--- src/rtl/pparb_pkg.sv ---
package pparb_pkg;
  localparam int NP = 2;
  localparam int PW = (NP > 1) ? $clog2(NP) : 1;

  typedef enum logic [1:0] {
    ST_IDLE  = 2'd0,
    ST_ON    = 2'd1,
    ST_DRAIN = 2'd2,
    ST_HOLD  = 2'd3
  } arb_st_e;

  typedef enum logic [1:0] {
    WR_NONE = 2'd0,
    WR_PICK = 2'd1,
    WR_OFF  = 2'd2,
    WR_BAD  = 2'd3
  } wr_kind_e;

  function automatic logic [NP-1:0] port_mask(input logic [PW-1:0] idx);
    logic [NP-1:0] m;
    m = '0;
    m[idx] = 1'b1;
    return m;
  endfunction
endpackage

--- src/rtl/pparb_qual.sv ---
module pparb_qual
  import pparb_pkg::*;
(
  input  logic [NP-1:0] ok,
  input  logic [NP-1:0] uv,
  input  logic [NP-1:0] ov,
  input  logic [NP-1:0] oc,
  output logic [NP-1:0] usable
);
  for (genvar i = 0; i < NP; i++) begin : g_port
    assign usable[i] = ok[i] & ~(uv[i] | ov[i] | oc[i]);
  end
endmodule

--- src/rtl/pparb_wrfilt.sv ---
module pparb_wrfilt
  import pparb_pkg::*;
(
  input  logic          wr_en,
  input  logic [NP-1:0] bits,
  output wr_kind_e      kind,
  output logic [PW-1:0] pick
);
  always_comb begin
    pick = '0;
    for (int i = NP - 1; i >= 0; i--) begin
      if (bits[i]) pick = PW'(i);
    end
    if (!wr_en)              kind = WR_NONE;
    else if (bits == '0)     kind = WR_OFF;
    else if ($onehot(bits))  kind = WR_PICK;
    else                     kind = WR_BAD;
  end
endmodule

--- src/rtl/pparb_stat.sv ---
module pparb_stat
  import pparb_pkg::*;
(
  input  logic          clk,
  input  logic          rst,
  input  logic [NP-1:0] det,
  output logic [NP-1:0] stat
);
  logic done;

  always_ff @(posedge clk) begin
    if (rst) begin
      done <= 1'b0;
      stat <= '0;
    end else if (!done) begin
      done <= 1'b1;
      stat <= det;
    end
  end
endmodule

--- src/rtl/pparb_fsm.sv ---
module pparb_fsm
  import pparb_pkg::*;
(
  input  logic          clk,
  input  logic          rst,
  input  logic [NP-1:0] usable,
  input  logic          bus_present,
  input  logic          wr_en,
  input  logic          wr_dis,
  input  wr_kind_e      kind,
  input  logic [PW-1:0] pick,
  output logic [NP-1:0] gate,
  output logic [NP-1:0] en_q,
  output logic          dis_q,
  output logic          pause
);
  arb_st_e       st, st_n;
  logic [PW-1:0] sel, sel_n;
  logic [PW-1:0] oth;
  logic [NP-1:0] en_n;
  logic          dis_n;

  assign oth = sel ^ PW'(1);

  always_comb begin
    st_n  = st;
    sel_n = sel;
    en_n  = en_q;
    dis_n = wr_en ? wr_dis : dis_q;
    if (dis_n) begin
      st_n = ST_IDLE;
      en_n = '0;
    end else begin
      case (st)
        ST_IDLE: begin
          if (usable[0]) begin
            st_n = ST_ON; sel_n = '0; en_n = port_mask('0);
          end else if (usable[1]) begin
            st_n = ST_ON; sel_n = PW'(1); en_n = port_mask(PW'(1));
          end
        end
        ST_ON: begin
          if (!usable[sel]) begin
            if (usable[oth]) begin
              st_n = ST_DRAIN; sel_n = oth; en_n = port_mask(oth);
            end else begin
              st_n = ST_IDLE; en_n = '0;
            end
          end else if (kind == WR_OFF && (&usable)) begin
            st_n = ST_HOLD; en_n = '0;
          end else if (kind == WR_PICK && pick != sel) begin
            st_n = ST_DRAIN; sel_n = pick; en_n = port_mask(pick);
          end
        end
        ST_DRAIN: begin
          if (!bus_present) begin
            if (usable[sel]) begin
              st_n = ST_ON;
            end else begin
              st_n = ST_IDLE; en_n = '0;
            end
          end
        end
        ST_HOLD: begin
          if (kind == WR_PICK && usable[pick]) begin
            st_n = ST_ON; sel_n = pick; en_n = port_mask(pick);
          end
        end
        default: st_n = ST_IDLE;
      endcase
    end
  end

  always_ff @(posedge clk) begin
    if (rst) begin
      st    <= ST_IDLE;
      sel   <= '0;
      en_q  <= '0;
      dis_q <= 1'b0;
      gate  <= '0;
      pause <= 1'b0;
    end else begin
      st    <= st_n;
      sel   <= sel_n;
      en_q  <= en_n;
      dis_q <= dis_n;
      gate  <= (st_n == ST_ON) ? port_mask(sel_n) : '0;
      pause <= (st_n == ST_DRAIN);
    end
  end
endmodule

--- src/rtl/pwr_path_arb.sv ---
module pwr_path_arb
  import pparb_pkg::*;
(
  input  logic          clk,
  input  logic          rst,
  input  logic [NP-1:0] port_ok,
  input  logic [NP-1:0] flt_uv,
  input  logic [NP-1:0] flt_ov,
  input  logic [NP-1:0] flt_oc,
  input  logic          bus_present,
  input  logic [NP-1:0] pair_det,
  input  logic          wr_en,
  input  logic [NP-1:0] wr_en_bits,
  input  logic          wr_dis,
  output logic [NP-1:0] gate,
  output logic [NP-1:0] en_rb,
  output logic          dis_rb,
  output logic [NP-1:0] pair_stat,
  output logic          conv_pause
);
  logic [NP-1:0] usable;
  wr_kind_e      kind;
  logic [PW-1:0] pick;

  pparb_qual u_qual (
    .ok(port_ok), .uv(flt_uv), .ov(flt_ov), .oc(flt_oc), .usable(usable)
  );

  pparb_wrfilt u_wrf (
    .wr_en(wr_en), .bits(wr_en_bits), .kind(kind), .pick(pick)
  );

  pparb_stat u_stat (
    .clk(clk), .rst(rst), .det(pair_det), .stat(pair_stat)
  );

  pparb_fsm u_fsm (
    .clk(clk), .rst(rst), .usable(usable), .bus_present(bus_present),
    .wr_en(wr_en), .wr_dis(wr_dis), .kind(kind), .pick(pick),
    .gate(gate), .en_q(en_rb), .dis_q(dis_rb), .pause(conv_pause)
  );
endmodule

--- config.mk ---
export PLATFORM = sky130hd
export DESIGN_NAME = pwr_path_arb
export DESIGN_NICKNAME = d
export VERILOG_FILES = /design/src/rtl/pparb_pkg.sv /design/src/rtl/pparb_qual.sv /design/src/rtl/pparb_wrfilt.sv /design/src/rtl/pparb_stat.sv /design/src/rtl/pparb_fsm.sv /design/src/rtl/pwr_path_arb.sv
export SDC_FILE = /design/constraint.sdc
export NUM_CORES = 1
export LEC_CHECK = 0
export ABC_AREA = 1
export BUFFER_PORTS_ARGS = -buffer_cell sky130_fd_sc_hd__buf_2
export CAP_MARGIN = 25
export CELL_PAD_IN_SITES_DETAIL_PLACEMENT = 1
export CELL_PAD_IN_SITES_GLOBAL_PLACEMENT = 2
export CORE_MARGIN = 4
export CORE_UTILIZATION = 28
export CTS_BUF_LIST = sky130_fd_sc_hd__clkbuf_8
export DETAILED_ROUTE_END_ITERATION = 7
export PLACE_DENSITY = 0.85
export SLEW_MARGIN = 20
export SYNTH_ARGS = -nofsm -noshare
export SYNTH_HDL_FRONTEND = slang
export SYNTH_HIERARCHICAL = 1
export SYNTH_SLANG_ARGS = --single-unit
--- constraint.sdc ---
create_clock -name clk -period 3.7 [get_ports clk]
set_input_delay 0.37 -clock clk [delete_from_list [all_inputs] [get_ports clk]]
set_output_delay 0.37 -clock clk [all_outputs]
set_load 0.02 [all_outputs]
==> qor.log, run 1 <==
INFO  timing         worstMarginPinSlew=0.395ns
INFO  synthesis      syn-mean-instance-area=5.83squm
INFO  finish         number_of_inserted_diodes=0
INFO  flow_run       max_cap_viol_count=0
INFO  clock_network  cts-root-to-sink-buffers=2
INFO  drt            vias_per_cell=4.60
INFO  place          final_weighted_congestion_in_routability_driven_placement=0.838
INFO  setup_path     r2r_slack=2.10ns
INFO  clock_network  clk_transition_reported_paths=0.06ns
INFO  timing         final_period_utilization=0.479
INFO  setup_path     crit_buf_inv=5
INFO  setup_path     setup.worst_path.start_class=input port
INFO  grt            global_route.usage.total=0.130
INFO  clock_network  clkLatencyLatePin=0.24ns
INFO  synthesis      synth.top_cell.area_share=0.280
INFO  drt            drtIter0Drc=20
INFO  timing         setup_tns_after_final_layout=0ns
INFO  die            start_util=0.303
INFO  grt            grt_overflow_total=0
INFO  synthesis      synth_top_cell_by_area=sky130_fd_sc_hd__dfxtp_1
INFO  synthesis      synth.top_cells.by_area=sky130_fd_sc_hd__dfxtp_1, sky130_fd_sc_hd__nand2_1, sky130_fd_sc_hd__inv_1
INFO  die            die_area=0.00401sqmm
INFO  drt            detail_route.wirelength=2.35mm
INFO  min_path       holdPathStages=3
INFO  synthesis      syn_nets=167
INFO  setup_path     max_stage_delay=0.32ns
INFO  timing         finalClockSkew=0.00406ns
INFO  setup_path     crit_end=u_fsm/gate[0]
INFO  setup_path     critPathCaptureType=flop
INFO  clock_network  cts_num_sinks=12
INFO  setup_path     critical_path.cell_chain=buf_2, inv_1, nand2_1, nor2_1, inv_2, a21oi_1, ha_1, o21ai_2, inv_1, nand2_1, nand3_1, nand2_1, inv_1, nor2_1
INFO  synthesis      distinct_cells_synth=21
INFO  synthesis      synthesis.area=857squm
INFO  timing         relSlewSlack=0.736
INFO  finish         mostFrequentLayoutCell=sky130_fd_sc_hd__nand2_1
INFO  drt            route.detailed.wl_per_inst=11.4microns
INFO  place          io_port_bufs=24
INFO  place          dpl_wire_length=2.01mm
INFO  setup_path     reg2reg_from=u_fsm/sel
INFO  timing         timing.final.setup_violations=0
INFO  clock_network  cts_root_buffer=sky130_fd_sc_hd__clkbuf_8
INFO  setup_path     r2r_cells=10
INFO  synthesis      synth_seq_area_share=0.280
INFO  clock_network  tritoncts=done
INFO  timing         grt_setup_unrepaired=false
INFO  synthesis      synthCells=147
INFO  finish         fill_cells=406
INFO  place          dp_cells=202
INFO  die            core_area=0.00283sqmm
INFO  pwr            report.power.total=0.361mW
INFO  timing         fmax=0.564GHz
INFO  run_status     outcome=finished clean
INFO  setup_path     worstPathArrival=1.95ns
INFO  die            fp-row-count=19
INFO  min_path       hold_class=input port to flop
INFO  setup_path     r2r_end=u_fsm/gate[0]
INFO  grt            grt_start_max_net_pins=8
INFO  drt            route.vias.total=947
INFO  die            floorplan.io_pins=25
INFO  clock_network  total_clock_buffers_created_by_cts=3
INFO  finish         post_layout_nonfiller_instances=206
INFO  timing         final_hold_viol_count=0
INFO  clock_network  cts_hold_buf=0
INFO  clock_network  post_cts_resize_count=0
INFO  drt            first_pass_iters=5
INFO  setup_path     worst_ep_required_time=3.88ns
INFO  finish         layout-drive-gt1-share=0.246
INFO  timing         finalCriticalPeriod=1.77ns
INFO  setup_path     worst-path-max-fanout=6
INFO  timing         timing.final.max_slew_violations=0
INFO  die            die_w=63.3microns
INFO  synthesis      number_of_synthesized_register_bits=12
INFO  drt            drc=0
INFO  synthesis      synth.yosys.warnings=6
INFO  clock_network  cts_h_tree_depth=1
INFO  pwr            vdd_drop_max=0.000184V
INFO  drt            drtAntennaViolNets=0
INFO  setup_path     crit_slowest_cell=sky130_fd_sc_hd__nor2_1
INFO  die            die_h=63.3microns
INFO  grt            first_global_vias=989
INFO  clock_network  post_cts_buffers=0
INFO  setup_path     crit_start=flt_oc[0]
INFO  finish         fin_nets=196
INFO  pwr            power-per-cell-area=337mW/mm^2
INFO  finish         layout_common_cells=sky130_fd_sc_hd__nand2_1, sky130_fd_sc_hd__inv_1, sky130_fd_sc_hd__buf_2
INFO  setup_path     critPathKind=input port to flop
INFO  finish         areaGrowthSynthToFinish=25.0%
INFO  setup_path     critical-path-top-delay-family=simple AND/OR/NAND/NOR gates
INFO  pwr            power.leakage=0.621nW
INFO  setup_path     path_depth=14
INFO  grt            antenna_violations_before_repair=0
INFO  grt            grt_pass1_wl=4.27mm
-- area by class of cell --
class,count,area (sq um),share of cell area
clock buffers,4,55.1,0.0514
inverters,32,120,0.112
multi-input cells,103,497,0.464
repair buffers,24,120,0.112
flip-flops and latches,12,240,0.224
well taps,31,38.8,0.0362
-- flip-flops by register name, indices dropped and copies added (netlist names) --
register     flops
u_stat/done      1
u_fsm/sel        1
u_fsm/dis_q      1
u_fsm/pause      1
u_stat/stat      2
u_fsm/gate       2
u_fsm/st         2
u_fsm/en_q       2
-- cells by family after synthesis --
group,count (synthesis),share of synthesized area
and+or+nand+nor,86,0.436
adders and majority gates,3,0.0438
buffers and inverters,32,0.140
DFF,12,0.280
AOI/OAI and AO/OA,14,0.0993
-- worst min-delay path: stages --
cell and delay (ns):
sky130_fd_sc_hd__buf_2 0.08, sky130_fd_sc_hd__nor2_1 0.04, sky130_fd_sc_hd__nor2_1 0.08
-- synthesized netlist by cell type (all sizes together) --
library cell / instances
nand2: 46
inv: 32
nor2: 27
dfxtp: 12
o21ai: 8
nand3: 7
a21oi: 3
ha: 3
nand3b: 2
nand4: 2
and2: 1
nor3: 1
o211ai: 1
o21a: 1
o21bai: 1
-- stage by stage --
step | worst slack (ns) | hold slack, ns | util | instance area [sq um]
2_1_floorplan | 1.98 | 0.441 | - | 857
3_3_place_gp | 1.77 | 0.488 | 0.359 | 1020
3_5_place_dp | 1.67 | 0.512 | 0.359 | 1020
4_1_cts | 1.92 | 0.353 | 0.379 | 1070
5_1_grt | 1.68 | 0.358 | 0.379 | 1070
6_report | 1.93 | 0.357 | 0.379 | 1070
-- metal layers --
metal / share of wire / routed length, microns / GRT usage / up-vias
li1: - / - / - / 497
met1: 0.46 / 1080 / 0.159 / 425
met2: 0.48 / 1140 / 0.226 / 23
met3: 0.049 / 116 / 0.0284 / 2
met4: 0.0059 / 14 / 0.0404 / 0
met5: 0 / 0 / 0 / -
-- power breakdown --
part	total, mW	internal [mW]	switching, mW	leakage [nW]
Combinational	0.0762	0.0282	0.0481	0.494
Sequential	0.141	0.136	0.00536	0.0983
Clock	0.144	0.0940	0.0496	0.0288
-- worst min-delay path by stage --
stage / start / endpoint / slack, ns
floorplan: rst / u_fsm/st[1] / 0.44
global placement: u_stat/stat[1] / u_stat/stat[1] / 0.49
detailed placement: u_stat/stat[0] / u_stat/stat[0] / 0.51
CTS: pair_det[0] / u_stat/stat[0] / 0.35
global route: pair_det[1] / u_stat/stat[1] / 0.36
finish: pair_det[1] / u_stat/stat[1] / 0.36
(Power assumes the default switching activity.)
==> inputs of run 2 (changes only) <==
--- a/config.mk
+++ b/config.mk
@@ -11,10 +11,10 @@
 export CELL_PAD_IN_SITES_DETAIL_PLACEMENT = 1
 export CELL_PAD_IN_SITES_GLOBAL_PLACEMENT = 2
 export CORE_MARGIN = 4
-export CORE_UTILIZATION = 28
+export CORE_UTILIZATION = 26
 export CTS_BUF_LIST = sky130_fd_sc_hd__clkbuf_8
 export DETAILED_ROUTE_END_ITERATION = 7
-export PLACE_DENSITY = 0.85
+export PLACE_DENSITY = 0.79
 export SLEW_MARGIN = 20
 export SYNTH_ARGS = -nofsm -noshare
 export SYNTH_HDL_FRONTEND = slang
==> constraint.sdc (replaced) <==
create_clock -name clk -period 1.68 [get_ports clk]
set_input_delay 0.168 -clock clk [delete_from_list [all_inputs] [get_ports clk]]
set_output_delay 0.168 -clock clk [all_outputs]
set_load 0.02 [all_outputs]
==> qor.log, run 2 (same netlist as run 1, synthesis figures left out) <==
INFO  setup_path     crit_end=u_fsm/gate[0]
INFO  place          dpl_wire_length=2.00mm [-0.49%]
INFO  setup_path     worst-path-max-fanout=7 [+1]
INFO  clock_network  clkLatencyLatePin=0.24ns [about the same]
INFO  grt            grt_pass1_wl=4.25mm [-0.49%]
INFO  timing         final_period_utilization=0.849
INFO  min_path       hold_class=input port to flop
INFO  setup_path     critPathCaptureType=flop
INFO  clock_network  cts-root-to-sink-buffers=2 [unchanged]
INFO  drt            drtAntennaViolNets=0 [unchanged]
INFO  finish         final_core_util=0.351 [-0.0274]
INFO  timing         worstMarginPinSlew=0.286ns [-0.109 ns]
INFO  timing         timing.final.setup_violations=0 [unchanged]
INFO  setup_path     r2r_cells=10 [unchanged]
INFO  clock_network  cts_h_tree_depth=1 [unchanged]
INFO  setup_path     worst_ep_required_time=1.85ns [-2.03 ns]
INFO  timing         setup_tns_after_final_layout=0ns [unchanged]
INFO  grt            antenna_violations_before_repair=0 [unchanged]
INFO  flow_run       max_cap_viol_count=0 [unchanged]
INFO  setup_path     critical_path.cell_chain=nor2_1, a21oi_1, ha_1, o21ai_2, inv_1, nand2_1, nand3_1, nand2_1, inv_1, nor2_1
INFO  drt            first_pass_iters=6 [+1]
INFO  min_path       holdPathStages=3 [unchanged]
INFO  timing         finalClockSkew=0.00220ns [-0.00186 ns]
INFO  drt            detail_route.wirelength=2.34mm [-0.64%]
INFO  finish         layout-drive-gt1-share=0.256 [+0.00997]
INFO  setup_path     reg2reg_from=u_fsm/sel
INFO  timing         relSlewSlack=0.809 [+0.0734]
INFO  clock_network  total_clock_buffers_created_by_cts=3 [unchanged]
INFO  setup_path     path_depth=10 [-4]
INFO  pwr            vdd_drop_max=0.000430V [+130%]
INFO  place          io_port_bufs=24 [unchanged]
INFO  grt            grt_start_max_net_pins=8 [unchanged]
INFO  finish         post-route-cell-area=0.00109sqmm [+1.8%]
INFO  clock_network  clk_transition_reported_paths=0.05ns [about the same]
INFO  grt            global_route.usage.total=0.126 [-0.00419]
INFO  finish         areaGrowthSynthToFinish=27.2%
INFO  setup_path     crit_slowest_cell=sky130_fd_sc_hd__dfxtp_2
INFO  setup_path     crit_start=u_fsm/sel
INFO  finish         fin_nets=198 [+1.0%]
INFO  grt            grt_overflow_total=0 [unchanged]
INFO  die            start_util=0.276 [-0.0268]
INFO  drt            vias_per_cell=4.27 [-7.2%]
INFO  timing         timing.final.max_slew_violations=0 [unchanged]
INFO  setup_path     worstPathArrival=1.60ns [-0.35 ns]
INFO  finish         layout_common_cells=sky130_fd_sc_hd__nand2_1, sky130_fd_sc_hd__inv_1, sky130_fd_sc_hd__buf_2
INFO  place          final_weighted_congestion_in_routability_driven_placement=0.762 [-9.1%]
INFO  setup_path     r2r_end=u_fsm/gate[0]
INFO  place          pre_cts_ws=0.0494ns [-1.62 ns]
INFO  die            core_area=0.00310sqmm [+9.7%]
INFO  drt            drc=0 [unchanged]
INFO  grt            first_global_vias=956 [-3.3%]
INFO  clock_network  cts_root_buffer=sky130_fd_sc_hd__clkbuf_8
INFO  setup_path     r2r_slack=0.25ns [-1.85 ns]
INFO  timing         final_hold_viol_count=0 [unchanged]
INFO  die            fp-row-count=20 [+1]
INFO  pwr            power.leakage=0.625nW [+0.63%]
INFO  die            die_area=0.00428sqmm [+6.7%]
INFO  place          detailed_place.area=0.00105sqmm [+3.1%]
INFO  clock_network  tritoncts=done
INFO  setup_path     setup.worst_path.start_class=flop
INFO  setup_path     critical-path-top-delay-family=flip-flops
INFO  min_path       hp-start=pair_det[0]
INFO  finish         mostFrequentLayoutCell=sky130_fd_sc_hd__nand2_1
INFO  setup_path     crit_buf_inv=2 [-3]
INFO  timing         finalCriticalPeriod=1.43ns
INFO  setup_path     critPathKind=flop to flop
INFO  pwr            power-per-cell-area=672mW/mm^2 [+99%]
INFO  finish         number_of_inserted_diodes=0 [unchanged]
INFO  die            die_w=65.4microns [+3.3%]
INFO  die            die_h=65.4microns [+3.3%]
INFO  drt            route.vias.total=939 [-0.84%]
INFO  timing         grt_setup_unrepaired=false
INFO  clock_network  cts_num_sinks=12 [unchanged]
INFO  die            floorplan.io_pins=25 [unchanged]
INFO  drt            route.detailed.wl_per_inst=10.6microns [-7.0%]
INFO  setup_path     max_stage_delay=0.39ns [+0.07 ns]
INFO  timing         worst_slack=0.254ns [-1.67 ns]
INFO  run_status     outcome=finished clean
INFO  drt            drtIter0Drc=14 [-30%]
INFO  timing         fmax=0.701GHz
[run 2: power breakdown]
group / leakage, nW / total [mW] / internal (mW) / switching [mW]
Combinational: 0.504 / 0.169 / 0.0636 / 0.105
Sequential: 0.0987 / 0.312 / 0.300 / 0.0114
Clock: 0.0216 / 0.252 / 0.157 / 0.0945
[run 2: worst reg2reg max path, delay by kind of cell, from the launching register on]
family | cells | cell delay, ns
flip-flops | 1 | 0.39
AO/OA/AOI/OAI | 2 | 0.25
adder cells (fa/ha/maj) | 1 | 0.25
AND/OR/NAND/NOR | 5 | 0.38
buffers and inverters | 2 | 0.10
[run 2: area by class of cell]
cell class,count,area [sq um]
tap,44,55.1
clock buffer,3,41.3
multi-input combinational,103,497
sequential,12,241
timing repair buffer,26,135
fill,441,2010
inverter,32,120
[run 2: worst min-delay path by stage]
stage,slack (ns),endpoint
3_5_place_dp,0.41,u_stat/stat[0]
3_3_place_gp,0.39,u_stat/stat[0]
4_1_cts,0.16,u_stat/stat[0]
6_report,0.17,u_stat/stat[0]
2_1_floorplan,0.24,u_fsm/st[1]
5_1_grt,0.20,u_stat/stat[1]
[run 2: metrics by stage]
| stage | cells | total power [mW] | hold slack (ns) |
|---|---|---|---|
| 2_1_floorplan | 147 | 0.429 | 0.239 |
| 3_3_place_gp | 217 | 0.485 | 0.387 |
| 3_5_place_dp | 217 | 0.489 | 0.407 |
| 4_1_cts | 220 | 0.749 | 0.159 |
| 5_1_grt | 220 | 0.793 | 0.200 |
| 6_report | 220 | 0.732 | 0.166 |
[run 2: per-layer routing]
layer	vias to the layer above	part of all wire	GRT usage
li1	500	-	-
met1	414	0.48	0.168
met2	21	0.45	0.201
met3	4	0.056	0.0239
met4	0	0.011	0.0466
met5	-	0	0
[run 2: timing repair]
item | 4_1_cts | 5_1_grt
hold buffers | 0 | 0
buffers inserted | 0 | 0
gates resized for setup | 0 | 1
setup endpoints to repair | 0 | 1
==> inputs of run 3 (changes only) <==
==> constraint.sdc (replaced) <==
create_clock -name clk -period 1.4 [get_ports clk]
set_input_delay 0.14 -clock clk [delete_from_list [all_inputs] [get_ports clk]]
set_output_delay 0.14 -clock clk [all_outputs]
set_load 0.02 [all_outputs]
==> qor.log, run 3 (same netlist as run 1, synthesis figures left out) <==
INFO  run_status     outcome=finished clean
INFO  die            start_util=0.276 [unchanged]
INFO  finish         mostFrequentLayoutCell=sky130_fd_sc_hd__nand2_1
INFO  setup_path     crit_buf_inv=1 [-1]
INFO  clock_network  clkLatencyLatePin=0.24ns [about the same]
INFO  timing         final_hold_viol_count=0 [unchanged]
INFO  drt            drc=0 [unchanged]
INFO  grt            grt_start_max_net_pins=8 [unchanged]
INFO  timing         worst_slack=0.00583ns [-0.248 ns]
INFO  timing         timing.final.max_slew_violations=0 [unchanged]
INFO  grt            grt_overflow_total=0 [unchanged]
INFO  clock_network  cts_hold_buf=0 [unchanged]
INFO  finish         number_of_inserted_diodes=0 [unchanged]
INFO  grt            global_route.usage.total=0.140 [+0.0139]
INFO  timing         finalClockSkew=0.00531ns [+0.00312 ns]
INFO  setup_path     worst_ep_required_time=1.53ns [-0.32 ns]
INFO  die            die_h=65.4microns [unchanged]
INFO  pwr            combinational_cell_fraction_of_total_power=0.284 [+0.053]
INFO  die            die_area=0.00428sqmm [unchanged]
INFO  setup_path     critPathCaptureType=flop
INFO  pwr            power.switching=0.313mW [+48%]
INFO  grt            first_global_vias=1,059 [+11%]
INFO  finish         layout_common_cells=sky130_fd_sc_hd__nand2_1, sky130_fd_sc_hd__inv_1, sky130_fd_sc_hd__buf_2
INFO  finish         areaGrowthSynthToFinish=56.8%
INFO  timing         setup_tns_after_final_layout=0ns [unchanged]
INFO  grt            global_route.usage.met3=0.0205 [-0.00342]
INFO  flow_run       max_cap_viol_count=0 [unchanged]
INFO  clock_network  clk_transition_reported_paths=0.06ns [about the same]
INFO  finish         fill_cells=429 [-2.7%]
INFO  die            die_w=65.4microns [unchanged]
INFO  setup_path     worstPathArrival=1.53ns [-0.07 ns]
INFO  grt            grt_pass1_wl=4.69mm [+10%]
INFO  die            core_area=0.00310sqmm [unchanged]
INFO  setup_path     max_stage_delay=0.36ns [-0.03 ns]
INFO  place          dpl_wire_length=2.28mm [+14%]
INFO  setup_path     critical-path-top-delay-family=simple AND/OR/NAND/NOR gates
INFO  clock_network  total_clock_buffers_created_by_cts=3 [unchanged]
INFO  timing         timing.final.setup_violations=0 [unchanged]
INFO  die            floorplan.io_pins=25 [unchanged]
INFO  grt            grtUsageMet2=0.243 [+0.0417]
INFO  setup_path     crit_slowest_cell=sky130_fd_sc_hd__dfxtp_4
INFO  pwr            swShare=0.299 [+0.0109]
INFO  pwr            internal_power=0.732mW [+41%]
INFO  finish         post-route-cell-area=0.00134sqmm [+23%]
INFO  pwr            power.leakage=0.702nW [+12%]
INFO  place          io_port_bufs=24 [unchanged]
INFO  finish         layout-drive-gt1-share=0.408 [+0.153]
INFO  drt            first_pass_iters=2 [-4]
INFO  clock_network  cts_root_buffer=sky130_fd_sc_hd__clkbuf_8
INFO  timing         fmax=0.717GHz [+2.3%]
INFO  finish         final_core_util=0.433 [+0.0819]
INFO  place          detailed_place.area=0.00115sqmm [+9.6%]
INFO  timing         worstMarginPinSlew=0.333ns [+0.0468 ns]
INFO  clock_network  cts_num_sinks=12 [unchanged]
INFO  drt            route.detailed.wl_per_inst=11.6microns [+9.4%]
INFO  drt            detail_route.wirelength=2.73mm [+17%]
INFO  place          final_weighted_congestion_in_routability_driven_placement=0.818 [+7.4%]
INFO  clock_network  cts_h_tree_depth=1 [unchanged]
INFO  place          pre_cts_ws=-0.190ns [-0.239 ns]
INFO  grt            antenna_violations_before_repair=0 [unchanged]
INFO  min_path       hold_class=input port to flop
INFO  grt            global_route.peak_usage_layer=met2
INFO  finish         fin_nets=212 [+7.1%]
INFO  timing         grt_setup_unrepaired=true
INFO  setup_path     critical_path.cell_chain=nor2_4, a21oi_1, ha_1, o21ai_2, inv_1, nand2_2, nand3_2, nand2_4, nor2_1
INFO  pwr            power-per-cell-area=778mW/mm^2 [+16%]
INFO  die            fp-row-count=20 [unchanged]
INFO  clock_network  tritoncts=done
INFO  pwr            power.sequential.fraction=0.356 [-0.070]
INFO  timing         relSlewSlack=0.776 [-0.0336]
INFO  setup_path     worst-path-max-fanout=4 [-3]
INFO  drt            route.vias.total=1,019 [+8.5%]
INFO  clock_network  cts-root-to-sink-buffers=2 [unchanged]
INFO  drt            drtIter0Drc=19 [+5]
INFO  setup_path     setup.worst_path.start_class=flop
INFO  pwr            vdd_drop_max=0.000512V [+19%]
INFO  pwr            power_frac_clock=0.360 [+0.016]
INFO  drt            drtAntennaViolNets=0 [unchanged]
INFO  timing         final_period_utilization=0.996 [+0.147]
INFO  grt            gr-usage-met1=0.176 [+0.00815]
INFO  setup_path     critPathKind=flop to flop
INFO  drt            vias_per_cell=4.34 [+1.6%]
INFO  timing         finalCriticalPeriod=1.39ns [-0.0320 ns]
INFO  timing         hold-worst-slack=0.129ns [-0.0372 ns]
## run 3: cell count changes in the layout (fill, tap and decap cells not counted), moves of 3 or more
cell and change:
sky130_fd_sc_hd__nor2_1 -7, sky130_fd_sc_hd__nand2_4 +3, sky130_fd_sc_hd__buf_4 +13, sky130_fd_sc_hd__nand2_1 -5, sky130_fd_sc_hd__nor2_4 +7
## run 3: cell type report
class	instances	area (sq um)	share of cell area
Sequential cell	12	244	0.182
Clock buffer	4	55.1	0.0410
Multi-Input combinational cell	103	621	0.462
Inverter	32	125	0.0931
Tap cell	44	55.1	0.0410
Timing Repair Buffer	40	244	0.182
## run 3: stage by stage
stage	std cells	power [mW]
global route	235	1.13
CTS	233	1.01
detailed placement	229	0.617
floorplan	147	0.517
global placement	229	0.609
finish	235	1.05
## run 3: path summary, 6_finish.rpt
check / start / end / slack, ns / cells past startpoint
worst min register to register: u_fsm/en_q[1] / u_fsm/en_q[1] / 0.50 / 4
worst max register to register: u_fsm/sel / u_fsm/sel / 0.006 / 9
worst max-delay path: u_fsm/sel / u_fsm/sel / 0.006 / 9
worst min-delay path: pair_det[1] / u_stat/stat[1] / 0.13 / 3
## run 3: layer usage
metal,routed length [microns],part of all wire
met1,1220,0.45
met2,1420,0.52
met3,71,0.026
met4,18,0.0066
met5,0,0
## run 3: power groups by stage
stage	Combinational, mW	Clock, mW	Sequential [mW]
after floorplan	0.125	0	0.392
after global placement	0.233	0	0.376
after detailed placement	0.241	0	0.377
after CTS	0.244	0.394	0.371
after global routing	0.331	0.423	0.374
final	0.297	0.377	0.372
## run 3: worst min-delay path: stages
cell and delay (ns):
sky130_fd_sc_hd__buf_2 0.08, sky130_fd_sc_hd__nor2_1 0.04, sky130_fd_sc_hd__nor2_1 0.08
## run 3: what timing repair did
action	4_1_cts	5_1_grt
endpoints found under the hold margin	0	0
pin swaps	1	17
gates resized for setup	3	30
endpoints found under the setup margin	5	7
setup buffers	0	2
